### src/rtl/wave_step_pkg.sv
package wave_step_pkg;

  // Strobes handed from the control to the datapath.
  typedef struct packed {
    logic take;    // write accepted this edge
    logic loadSw;  // switch/board outputs must update
  } stepStrobe_t;

endpackage

### src/rtl/wave_step_ctrl.sv
module wave_step_ctrl
  import wave_step_pkg::*;
#(
  parameter int DATA_W     = 24,
  parameter int SW_W       = 16,
  parameter int CNT_W      = 7,
  parameter int BOARD_W    = 4,
  parameter int FINE_MUL   = 1,
  parameter int COARSE_MUL = 8
) (
  input  logic              clk,
  input  logic              rstN,
  input  logic              wrEn,
  input  logic [DATA_W-1:0] wrData,
  output logic              busWait,
  output stepStrobe_t       strobes
);

  localparam int UNIT_BIT = DATA_W - 1;
  localparam int CNT_HI   = UNIT_BIT - 1;
  localparam int BRD_HI   = SW_W - 1;
  localparam int MAX_MUL  = (COARSE_MUL > FINE_MUL) ? COARSE_MUL : FINE_MUL;
  localparam int DLY_MAX  = ((1 << CNT_W) - 1) * MAX_MUL;
  localparam int DW       = $clog2(DLY_MAX + 1);

  logic [CNT_W-1:0]   stepCount;
  logic [BOARD_W-1:0] boardSel;
  logic               coarse;
  logic               isReadout;
  logic [DW-1:0]      stepCycles;
  logic [DW-1:0]      remaining;
  logic               busy;

  assign stepCount = wrData[CNT_HI -: CNT_W];
  assign boardSel  = wrData[BRD_HI -: BOARD_W];
  assign coarse    = wrData[UNIT_BIT];
  assign isReadout = &boardSel;

  always_comb begin
    if (coarse) stepCycles = DW'(stepCount) * DW'(COARSE_MUL);
    else        stepCycles = DW'(stepCount) * DW'(FINE_MUL);
  end

  assign strobes.take   = wrEn && !busy;
  assign strobes.loadSw = strobes.take && !isReadout;

  always_ff @(posedge clk) begin
    if (!rstN) begin
      busy      <= 1'b0;
      remaining <= '0;
    end else if (strobes.take) begin
      busy      <= (stepCycles != '0);
      remaining <= stepCycles;
    end else if (busy) begin
      remaining <= remaining - 1'b1;
      busy      <= (remaining != DW'(1));
    end
  end

  assign busWait = busy;

  AST_ZERO_NO_STALL: assert property (@(posedge clk) disable iff (!rstN)
    (strobes.take && stepCount == '0) |=> !busWait);
  AST_STALL_STARTS: assert property (@(posedge clk) disable iff (!rstN)
    (strobes.take && stepCount != '0) |=> busWait);
  AST_COUNT_BOUND: assert property (@(posedge clk) disable iff (!rstN)
    busWait |-> (remaining != '0 && remaining <= DW'(DLY_MAX)));
  AST_NO_RESTART: assert property (@(posedge clk) disable iff (!rstN)
    (busWait && remaining > DW'(1)) |=> (busWait && remaining == $past(remaining) - 1'b1));

endmodule

### src/rtl/wave_step_dp.sv
module wave_step_dp
  import wave_step_pkg::*;
#(
  parameter int SW_W = 16
) (
  input  logic            clk,
  input  logic            rstN,
  input  stepStrobe_t     strobes,
  input  logic [SW_W-1:0] swIn,
  output logic [SW_W-1:0] swReg,
  output logic            pulse
);

  always_ff @(posedge clk) begin
    if (!rstN) begin
      swReg <= '0;
      pulse <= 1'b0;
    end else begin
      pulse <= strobes.loadSw;
      if (strobes.loadSw) swReg <= swIn;
    end
  end

  AST_HOLD_WHEN_IDLE: assert property (@(posedge clk) disable iff (!rstN)
    !strobes.loadSw |=> ($stable(swReg) && !pulse));
  AST_LOAD_TAKES: assert property (@(posedge clk) disable iff (!rstN)
    strobes.loadSw |=> (pulse && swReg == $past(swIn)));

endmodule

### src/rtl/wave_step_latch.sv
module wave_step_latch
  import wave_step_pkg::*;
#(
  parameter int DATA_W     = 24,
  parameter int SW_W       = 16,
  parameter int CNT_W      = 7,
  parameter int BOARD_W    = 4,
  parameter int FINE_MUL   = 1,
  parameter int COARSE_MUL = 8
) (
  input  logic              clk,
  input  logic              rstN,
  input  logic              wrEn,
  input  logic [DATA_W-1:0] wrData,
  output logic              busWait,
  output logic [SW_W-1:0]   switchOut,
  output logic              latchPulse
);

  stepStrobe_t strobes;

  wave_step_ctrl #(
    .DATA_W(DATA_W), .SW_W(SW_W), .CNT_W(CNT_W), .BOARD_W(BOARD_W),
    .FINE_MUL(FINE_MUL), .COARSE_MUL(COARSE_MUL)
  ) u_ctrl (
    .clk(clk), .rstN(rstN), .wrEn(wrEn), .wrData(wrData),
    .busWait(busWait), .strobes(strobes)
  );

  wave_step_dp #(.SW_W(SW_W)) u_dp (
    .clk(clk), .rstN(rstN), .strobes(strobes),
    .swIn(wrData[SW_W-1:0]), .swReg(switchOut), .pulse(latchPulse)
  );

  AST_READOUT_KEEPS: assert property (@(posedge clk) disable iff (!rstN)
    (wrEn && !busWait && (&wrData[SW_W-1 -: BOARD_W])) |=> ($stable(switchOut) && !latchPulse));
  AST_BUSY_IGNORED: assert property (@(posedge clk) disable iff (!rstN)
    (wrEn && busWait) |=> $stable(switchOut));

endmodule

### config.mk
export PLATFORM = sky130hd
export DESIGN_NAME = wave_step_latch
export DESIGN_NICKNAME = d
export VERILOG_FILES = /design/src/rtl/wave_step_pkg.sv /design/src/rtl/wave_step_ctrl.sv /design/src/rtl/wave_step_dp.sv /design/src/rtl/wave_step_latch.sv
export SDC_FILE = /design/constraint.sdc
export NUM_CORES = 1
export LEC_CHECK = 0
export ABC_AREA = 1
export BUFFER_PORTS_ARGS = -buffer_cell sky130_fd_sc_hd__buf_4
export CELL_PAD_IN_SITES_DETAIL_PLACEMENT = 0
export CELL_PAD_IN_SITES_GLOBAL_PLACEMENT = 2
export CORE_UTILIZATION = 28
export DETAILED_ROUTE_END_ITERATION = 10
export GPL_TIMING_DRIVEN = 0
export PLACE_DENSITY_LB_ADDON = 0.15
export SYNTH_ARGS = -nofsm -noshare
export SYNTH_HDL_FRONTEND = slang
export SYNTH_SLANG_ARGS = --single-unit
### constraint.sdc
create_clock -name clk -period 2.95 [get_ports clk]
set_input_delay 0.59 -clock clk [delete_from_list [all_inputs] [get_ports clk]]
set_output_delay 0.59 -clock clk [all_outputs]
set_load 0.03 [all_outputs]
**Yosys cells after proc, flatten, opt, wreduce, memory -nomap -nowiden**

Index checks and enable logic that the tools add are counted.

- Output and inout bits: 18
- Word-level logic and storage cells: 18
- Input bits: 27
- Register bits after elaboration: 28

- Mux-type cells: 5
- Equal/unequal tests: 1
- Add/subtract/negate cells: 1
- Reduce and logical (&&, ||, !) cells: 7

Operators with widths:

| operator | number |
|---|---|
| $mux W10 | 3 |
| $ne A10 B1 Y1 const B | 1 |
| $reduce_bool A10 Y1 | 1 |
| $sub A10 B1 Y10 const B | 1 |
| $reduce_and A4 Y1 | 1 |
| $logic_and A1 B1 Y1 | 2 |
| $logic_not A1 Y1 | 2 |
| $mux W1 | 2 |
| $reduce_bool A2 Y1 | 1 |

**Longest topological paths before layout**

Gate-level depths: netlist (run 1).

- Depth after elaboration: 3
- Gate-level depth with buffers: 9
- Mapped depth without buffers: 9

**Hierarchy**

A second synthesis (run 1) with hierarchy kept.

- Cells, all modules: 238
- Area, all modules: 1,508.9 um2

Modules (own cells, without submodules):

| module | instances | seq. area each (um2) | cells each | area each (um2) |
|---|---|---|---|---|
| wave_step_ctrl | 1 | 220.2 | 133 | 787.0 |
| wave_step_dp | 1 | 340.3 | 105 | 721.9 |

**Worst setup path after synthesis (run 1)**

OpenSTA, ideal clock, no wires.

- Path kind: input -> register
- Start: in wrData[23]
- End: reg u_ctrl.busy (netlist: u_ctrl.busWait)
- Data arrival time: 1.300 ns
- Required time: 2.830 ns
- Path buffers: 1
- Stages on the path: 6
- Library setup time: 0.120 ns
- Setup slack: 1.530 ns
- Path through: clkbuf_2 -> or2_2 -> o21ai_0 -> nand3_1 -> nand2_1 -> a21oi_1

- Word-level cells in the longest chain between the ends: 3

Ends and longest elaborated chain:

| element | RTL line | text |
|---|---|---|
| from (decl) | wave_step_latch.sv:14 | `input logic [DATA_W-1:0] wrData,` |
| $mux W10 | wave_step_ctrl.sv:40 | `if (coarse) stepCycles = DW'(stepCount) * DW'(COARSE_MUL);` |
| $reduce_bool A10 Y1 | wave_step_ctrl.sv:52 | `busy <= (stepCycles != '0);` |
| $mux W1 | wave_step_ctrl.sv:51 | `end else if (strobes.take) begin` |
| to (signal assigned) | wave_step_ctrl.sv:52 |  |
| to (signal assigned) | wave_step_ctrl.sv:56 | `busy <= (remaining != DW'(1));` |
| to (decl) | wave_step_ctrl.sv:32 | `logic busy;` |

Every way passes these cells.
A chain may end at the register's enable or synchronous reset.

**Worst setup path after layout (run 1)**

- Start: reg u_ctrl.busy (netlist: u_ctrl.busWait)
- End: out busWait

RTL lines:

| element | RTL line | text |
|---|---|---|
| to (decl) | wave_step_latch.sv:15 | `output logic busWait,` |

No word-level cell between the ends.

==> key figures, run 1 <==
Layout
  – Finished Layout Cells: 314
  – Leading cell types in the layout, fill and taps excluded: 47 x nor2_1, 42 x buf_4, 40 x nand2_1
  – Layout cell share with drive strength beyond 1: between 20 and 25%
  – Layout area overhead: 32.2%
  – Layout Nets: ~280
  – N_diodes: 0
  – Most common cell after layout, fill and taps aside: nor2_1

Placed design
  – Setup Slack @ Placement: 1300 ps
  – Post-detail-place hpwl: about 2700 um
  – Port-buffer cells: 42
  – Placed Cells: 311
  – Placer congestion estimate: between 0.8 and 0.9

Clock network
  – Clock root cell: clkbuf_8
  – Num CTS Buffers: 3
  – Worst-path clk slew: 90 ps
  – TritonCTS Sinks: 28
  – CTS resizes: 0
  – H-tree Lvls: 1
  – Clock Tree Buf Depth: 2
  – Setup bufs post-CTS: 0
  – Hold Buf Count CTS: 0
  – TritonCTS clock tree: built
  – Clk_lat worst skew: 270 ps

Run status
  – Status: finished, final reports clean

STA
  – Final worst setup slack: 1340 ps
  – RSZ-0062 raised after global routing: no
  – Max Slew Vio Count: 0
  – Endpoints failing setup: 0
  – Hold Vio Cnt, Final: 0
  – Fmax: roughly 0.62 GHz
  – Slew margin rel.: a little over two thirds
  – Worst slew pin tran: 450 ps
  – Crit path time final: 1610 ps
  – Setup TNS: 0 ps
  – Fin crit share: 54.7%
  – Fin Hold WS: between 400 and 500 ps
  – Clock Skew: 3.53 ps

Yosys
  – Synth cell types: 28
  – Synthesis-stage register bit count: 28
  – Yosys warning count: 0
  – Sequential-to-total area share from yosys stat: about two fifths
  – Mapped Cells: 202
  – Avg Inst Size Synth: between 6 and 7 um^2
  – Mapped Area: 1370 um^2
  – Synth Net Count: 231

Run
  – Max-cap viol count: 0

Drt
  – Vias/cell: between 4 and 5
  – DRT antenna net count: 0
  – Wire per inst: 11.4 um
  – DRT iter0 DRCs: 54
  – Pre-antenna DRT Iters: 4
  – Residual DRC count: 0
  – Final wirelength: roughly 3600 um
  – Vias: 1377

Worst setup path
  – Worst EP arrival: roughly 1000 ps
  – Kind of critical path: register to primary output
  – CP bufs+invs: 1
  – Worst reg2reg startpoint: u_ctrl.remaining[0]$_SDFFE_PN0P_
  – Flop2flop setup slack: 1460 ps
  – Setup crit end kind: primary output
  – Slowest cell on crit path: dfxtp_1
  – Worst path top cell family by delay: flip-flops
  – R2r worst-path depth: 7
  – Critical Path RT: about 2400 ps
  – Reg-to-reg endpoint: u_ctrl.remaining[8]$_SDFFE_PN0P_
  – Cell Chain, Critical Path: buf_4
  – Crit-path max cell delay: 530 ps
  – Worst-path fanout max: 7
  – Worst Setup Start Kind: register

Worst hold path
  – Hold Crit Class: register to register
  – WHS Endpoint: u_dp.swReg[8]$_SDFFE_PN0P_
  – Worst Hold Launch: u_dp.swReg[8]$_SDFFE_PN0P_
  – Min-Delay Path Depth: 2

Die
  – Die ar.: just over 5000 um^2
  – Row count: 25
  – Die Span Y: 71.9 um
  – Core Area: approximately 4700 um^2
  – Boundary Pins: 45
  – Starting density of the core: 28.9%
  – Die extent in x: between 70 and 80 um

Power and ir drop
  – Comb power frac: 32.1%
  – Leakage: ~0.85 nW
  – Switching portion of total power: 34.7%
  – Seq pwr share: 46.2%
  – Clock share of power: 21.6%
  – Peak VDD IR: approximately 0.21 mV
  – Sw power: 0.000334 W
  – Pwr/cell area: 533 nW/um^2
  – Int Power: 0.000629 W

Global route
  – Overall Global Routing Usage: about 14%
  – First-pass GRT wire length: 5800 um
  – Global route overflow: 0
  – Initial antenna violation count: 0
  – Pin count of the biggest net entering global routing: 15
  – Vias in the first global route: 1291
cell families after synthesis:
logic type,share of synthesized area (%)
buffers and inverters,8.61
DFF,41.0
adders and majority gates,1.83
xor gates and xnor gates,0.641
and+or+nand+nor,31.2
AOI/OAI and AO/OA,16.7
area by class of cell:
class	instances	area, um^2
repair buffers	42	315
flip-flops and latches	28	561
clock buffers	3	41.3
inverters	20	77.6
multi-input cells	148	688
well taps	67	83.8
plain buffers	6	40.0
fillers	539	2920
synth_stat cells (all sizes together):
cell / instances / area share [%]
clkbuf: 2 / 0.64
or2: 1 / 0.46
xor2: 1 / 0.64
dfxtp: 28 / 41
a31oi: 3 / 1.4
a32oi: 1 / 0.64
ha: 2 / 1.8
o22ai: 2 / 0.92
nand2: 40 / 11
buf: 4 / 2.3
clkinv: 1 / 0.27
nand3: 14 / 5.1
nor2: 49 / 14
a21oi: 13 / 5.0
o21ai: 20 / 8.2
inv: 19 / 5.4
o21bai: 1 / 0.55
nand4: 1 / 0.46
state kept, by name, indices dropped and copies added, names as in the netlist:
signal / count
u_ctrl.remaining: 10
u_dp.pulse: 1
u_dp.swReg: 16
u_ctrl.busWait: 1
power by group through the flow:
stage	registers [W]	clock network (W)	logic, W
finish	0.000445	0.000208	0.000309
global route	0.000452	0.000239	0.000351
CTS	0.000446	0.000220	0.000314
detailed placement	0.000454	0	0.000313
global placement	0.000454	0	0.000317
floorplan	0.000495	0	0.000163
metal layers:
layer | track usage, % | part of all wire, % | up-vias
li1 | - | - | 740
met1 | 17.1 | 47 | 602
met5 | 0 | 0 | -
met3 | 3.23 | 4.8 | 2
met4 | 3.27 | 0.42 | 0
met2 | 26.3 | 48 | 33
stage by stage:
| step | cell area (um^2) | total power, W | utilization (%) |
|---|---|---|---|
| after detailed placement | 1770 | 0.000767 | 37.4 |
| after floorplan | 1370 | 0.000658 | - |
| final | 1810 | 0.000963 | 38.3 |
| after global routing | 1810 | 0.00104 | 38.3 |
| after CTS | 1810 | 0.000980 | 38.3 |
| after global placement | 1770 | 0.000771 | 37.4 |
worst max-delay path by stage:
stage,end,depth (start not counted),startpoint,slack [ps]
after CTS,busWait,1,u_ctrl.busWait$_SDFF_PN0_,1310
after detailed placement,u_ctrl.remaining[0]$_SDFFE_PN0P_,3,rstN,1300
after floorplan,u_ctrl.busWait$_SDFF_PN0_,6,wrData[23],1530
after global placement,u_ctrl.remaining[0]$_SDFFE_PN0P_,3,rstN,1280
after global routing,busWait,1,u_ctrl.busWait$_SDFF_PN0_,1270
final,busWait,1,u_ctrl.busWait$_SDFF_PN0_,1340
Note: power is estimated with default switching activity, not from simulation.
==> inputs of run 2 (changes only) <==
--- a/config.mk
+++ b/config.mk
@@ -9,7 +9,7 @@
 export BUFFER_PORTS_ARGS = -buffer_cell sky130_fd_sc_hd__buf_4
 export CELL_PAD_IN_SITES_DETAIL_PLACEMENT = 0
 export CELL_PAD_IN_SITES_GLOBAL_PLACEMENT = 2
-export CORE_UTILIZATION = 28
+export CORE_UTILIZATION = 23
 export DETAILED_ROUTE_END_ITERATION = 10
 export GPL_TIMING_DRIVEN = 0
 export PLACE_DENSITY_LB_ADDON = 0.15
==> constraint.sdc (replaced) <==
create_clock -name clk -period 1.35 [get_ports clk]
set_input_delay 0.27 -clock clk [delete_from_list [all_inputs] [get_ports clk]]
set_output_delay 0.27 -clock clk [all_outputs]
set_load 0.03 [all_outputs]
==> run 2 against run 1 <==
Against the previous run: sequential power is 120% higher; final cell count is 2.2% higher; wire length is 7.4% higher; largest cell class unchanged; non-clock buffer count is 2 higher; sequential cell count stayed put; worst setup slack worse by 1200 ps; critical path depth is 6 higher; largest power group unchanged.
==> key figures, run 2 (synthesized netlist as in run 1, its figures left out) <==
Die
  – Boundary Pins: 45
  – Die Span Y: 79.1 um
  – Die extent in x: 79.1 um
  – Row count: 27
  – Starting density of the core: 24.4%
  – Core Area: 5610 um^2
  – Die ar.: ~6300 um^2

STA
  – Endpoints failing setup: 0
  – Worst slew pin tran: 449 ps
  – Hold Vio Cnt, Final: 0
  – Fin Hold WS: 226 ps
  – Slew margin rel.: a little over two thirds
  – Fmax: 0.796 GHz
  – Crit path time final: 1260 ps
  – Final worst setup slack: 93.9 ps
  – Max Slew Vio Count: 0
  – Clock Skew: 4.06 ps
  – Fin crit share: 93.0%

Drt
  – Vias/cell: 4.40
  – DRT antenna net count: 0
  – Pre-antenna DRT Iters: 6
  – DRT iter0 DRCs: 79
  – Final wirelength: 3840 um
  – Vias: approximately 1.4k
  – Residual DRC count: 0
  – Wire per inst: 12.0 um

Layout
  – Layout Nets: 280
  – Largest regs: u_dp.swReg x16, u_ctrl.remaining x10
  – Layout cell share with drive strength beyond 1: 27.3%
  – Final Util: roughly a third
  – Layout area overhead: 36.2%
  – Leading cell types in the layout, fill and taps excluded: 44 x nor2_1, 44 x buf_4, 38 x nand2_1
  – Reg with most FFs: u_dp.swReg
  – N_diodes: 0
  – Largest register FFs: 16

Worst setup path
  – Worst Setup Start Kind: register
  – CP bufs+invs: 2
  – R2r worst-path depth: 7
  – Worst path top cell family by delay: flip-flops
  – Worst reg2reg startpoint: u_ctrl.remaining[0]$_SDFFE_PN0P_
  – Flop2flop setup slack: about 94 ps
  – Worst EP arrival: 1460 ps
  – Slowest cell on crit path: dfxtp_2
  – Critical Path RT: 1550 ps
  – Cell Chain, Critical Path: inv_2, ha_2, nand2_2, nor2_4, buf_4, a31oi_1, a21oi_1
  – Setup crit end kind: register
  – Crit-path max cell delay: 350 ps
  – Worst Setup SP: u_ctrl.remaining[0]$_SDFFE_PN0P_
  – Reg-to-reg endpoint: u_ctrl.remaining[8]$_SDFFE_PN0P_
  – Kind of critical path: register to register
  – Worst-path fanout max: 5

Placed design
  – Port-buffer cells: 42
  – Setup Slack @ Placement: -115 ps
  – Post-detail-place hpwl: 2920 um
  – Placer congestion estimate: 0.770

Worst hold path
  – Hold Crit Class: primary input to register
  – Min-Delay Path Depth: 3
  – WHS Endpoint: u_dp.swReg[5]$_SDFFE_PN0P_
  – Worst Hold Launch: wrData[5]

Global route
  – Vias in the first global route: between 1k and 1.5k
  – Global route overflow: 0
  – Pin count of the biggest net entering global routing: 15
  – First-pass GRT wire length: 6500 um
  – Initial antenna violation count: 0
  – Overall Global Routing Usage: 13.4%

Clock network
  – Clock Tree Buf Depth: 2
  – TritonCTS clock tree: built
  – Num CTS Buffers: 3
  – Worst-path clk slew: 100 ps
  – Clock root cell: clkbuf_8
  – Clk_lat worst skew: roughly 270 ps
  – TritonCTS Sinks: 28
  – H-tree Lvls: 1

Power and ir drop
  – Tot Pwr: 0.00218 W
  – Peak VDD IR: 0.406 mV
  – Leakage: 0.861 nW
  – Pwr/cell area: 1170 nW/um^2

Run
  – Max-cap viol count: 0

Run status
  – Status: finished, final reports clean
[run 2: cell types whose count changed in the layout (fill, tap and decap cells not counted), sizes merged]
| cell | before | now |
|---|---|---|
| buf | 46 | 48 |
[run 2: worst min-delay path, delay by kind of cell]
family | cells | cell delay [ps]
buffers and inverters | 1 | 80
and+or+nand+nor | 1 | 70
AOI/OAI and AO/OA | 1 | 50
[run 2: cell type report]
cell class | count | area [um^2]
Buffer | 6 | 40.0
Clock buffer | 3 | 41.3
Fill cell | 667 | 3750
Inverter | 20 | 77.6
Multi-Input combinational cell | 148 | 718
Sequential cell | 28 | 563
Tap cell | 72 | 90.1
Timing Repair Buffer | 44 | 330
[run 2: report_power, final]
group	switching (W)	internal (W)	total [W]	leakage, nW
clock network	0.000262	0.000201	0.000462	0.0216
logic	0.000444	0.000291	0.000735	0.607
registers	0.0000674	0.000914	0.000982	0.232
total	0.000773	0.00141	0.00218	0.861
[run 2: how the worst max path moves through the flow]
stage,endpoint,slack (ps),cells after the start
after floorplan,u_ctrl.remaining[7]$_SDFFE_PN0P_,50,7
after global placement,u_ctrl.remaining[8]$_SDFFE_PN0P_,-160,7
after detailed placement,u_ctrl.remaining[8]$_SDFFE_PN0P_,-120,7
after CTS,u_ctrl.remaining[8]$_SDFFE_PN0P_,1,7
after global routing,u_ctrl.remaining[6]$_SDFFE_PN0P_,-8,9
final,u_ctrl.remaining[8]$_SDFFE_PN0P_,90,7
[run 2: metal layers]
layer  GRT usage, %  vias up  part of all wire, %
met5              0        -                    0
met4           3.27        0                  1.2
met3           3.22        4                  4.0
met2           22.7       29                   49
met1           17.1      638                   46
li1               -      742                    -
[run 2: timing repair]
action                     in CTS  in global routing
resized for setup               2                 12
setup buffers                   1                  1
hold buffers                    0                  0
setup endpoints to repair      14                 11
pin swaps                       1                  2
hold endpoints to repair        0                  0
[run 2: stage by stage]
stage / instance area (um^2) / TNS, ps / instances
floorplan: 1370 / 0 / 202
global placement: 1770 / -462 / 316
CTS: 1830 / 0 / 320
detailed placement: 1770 / -225 / 316
finish: 1860 / 0 / 321
global route: 1860 / -7.65 / 321
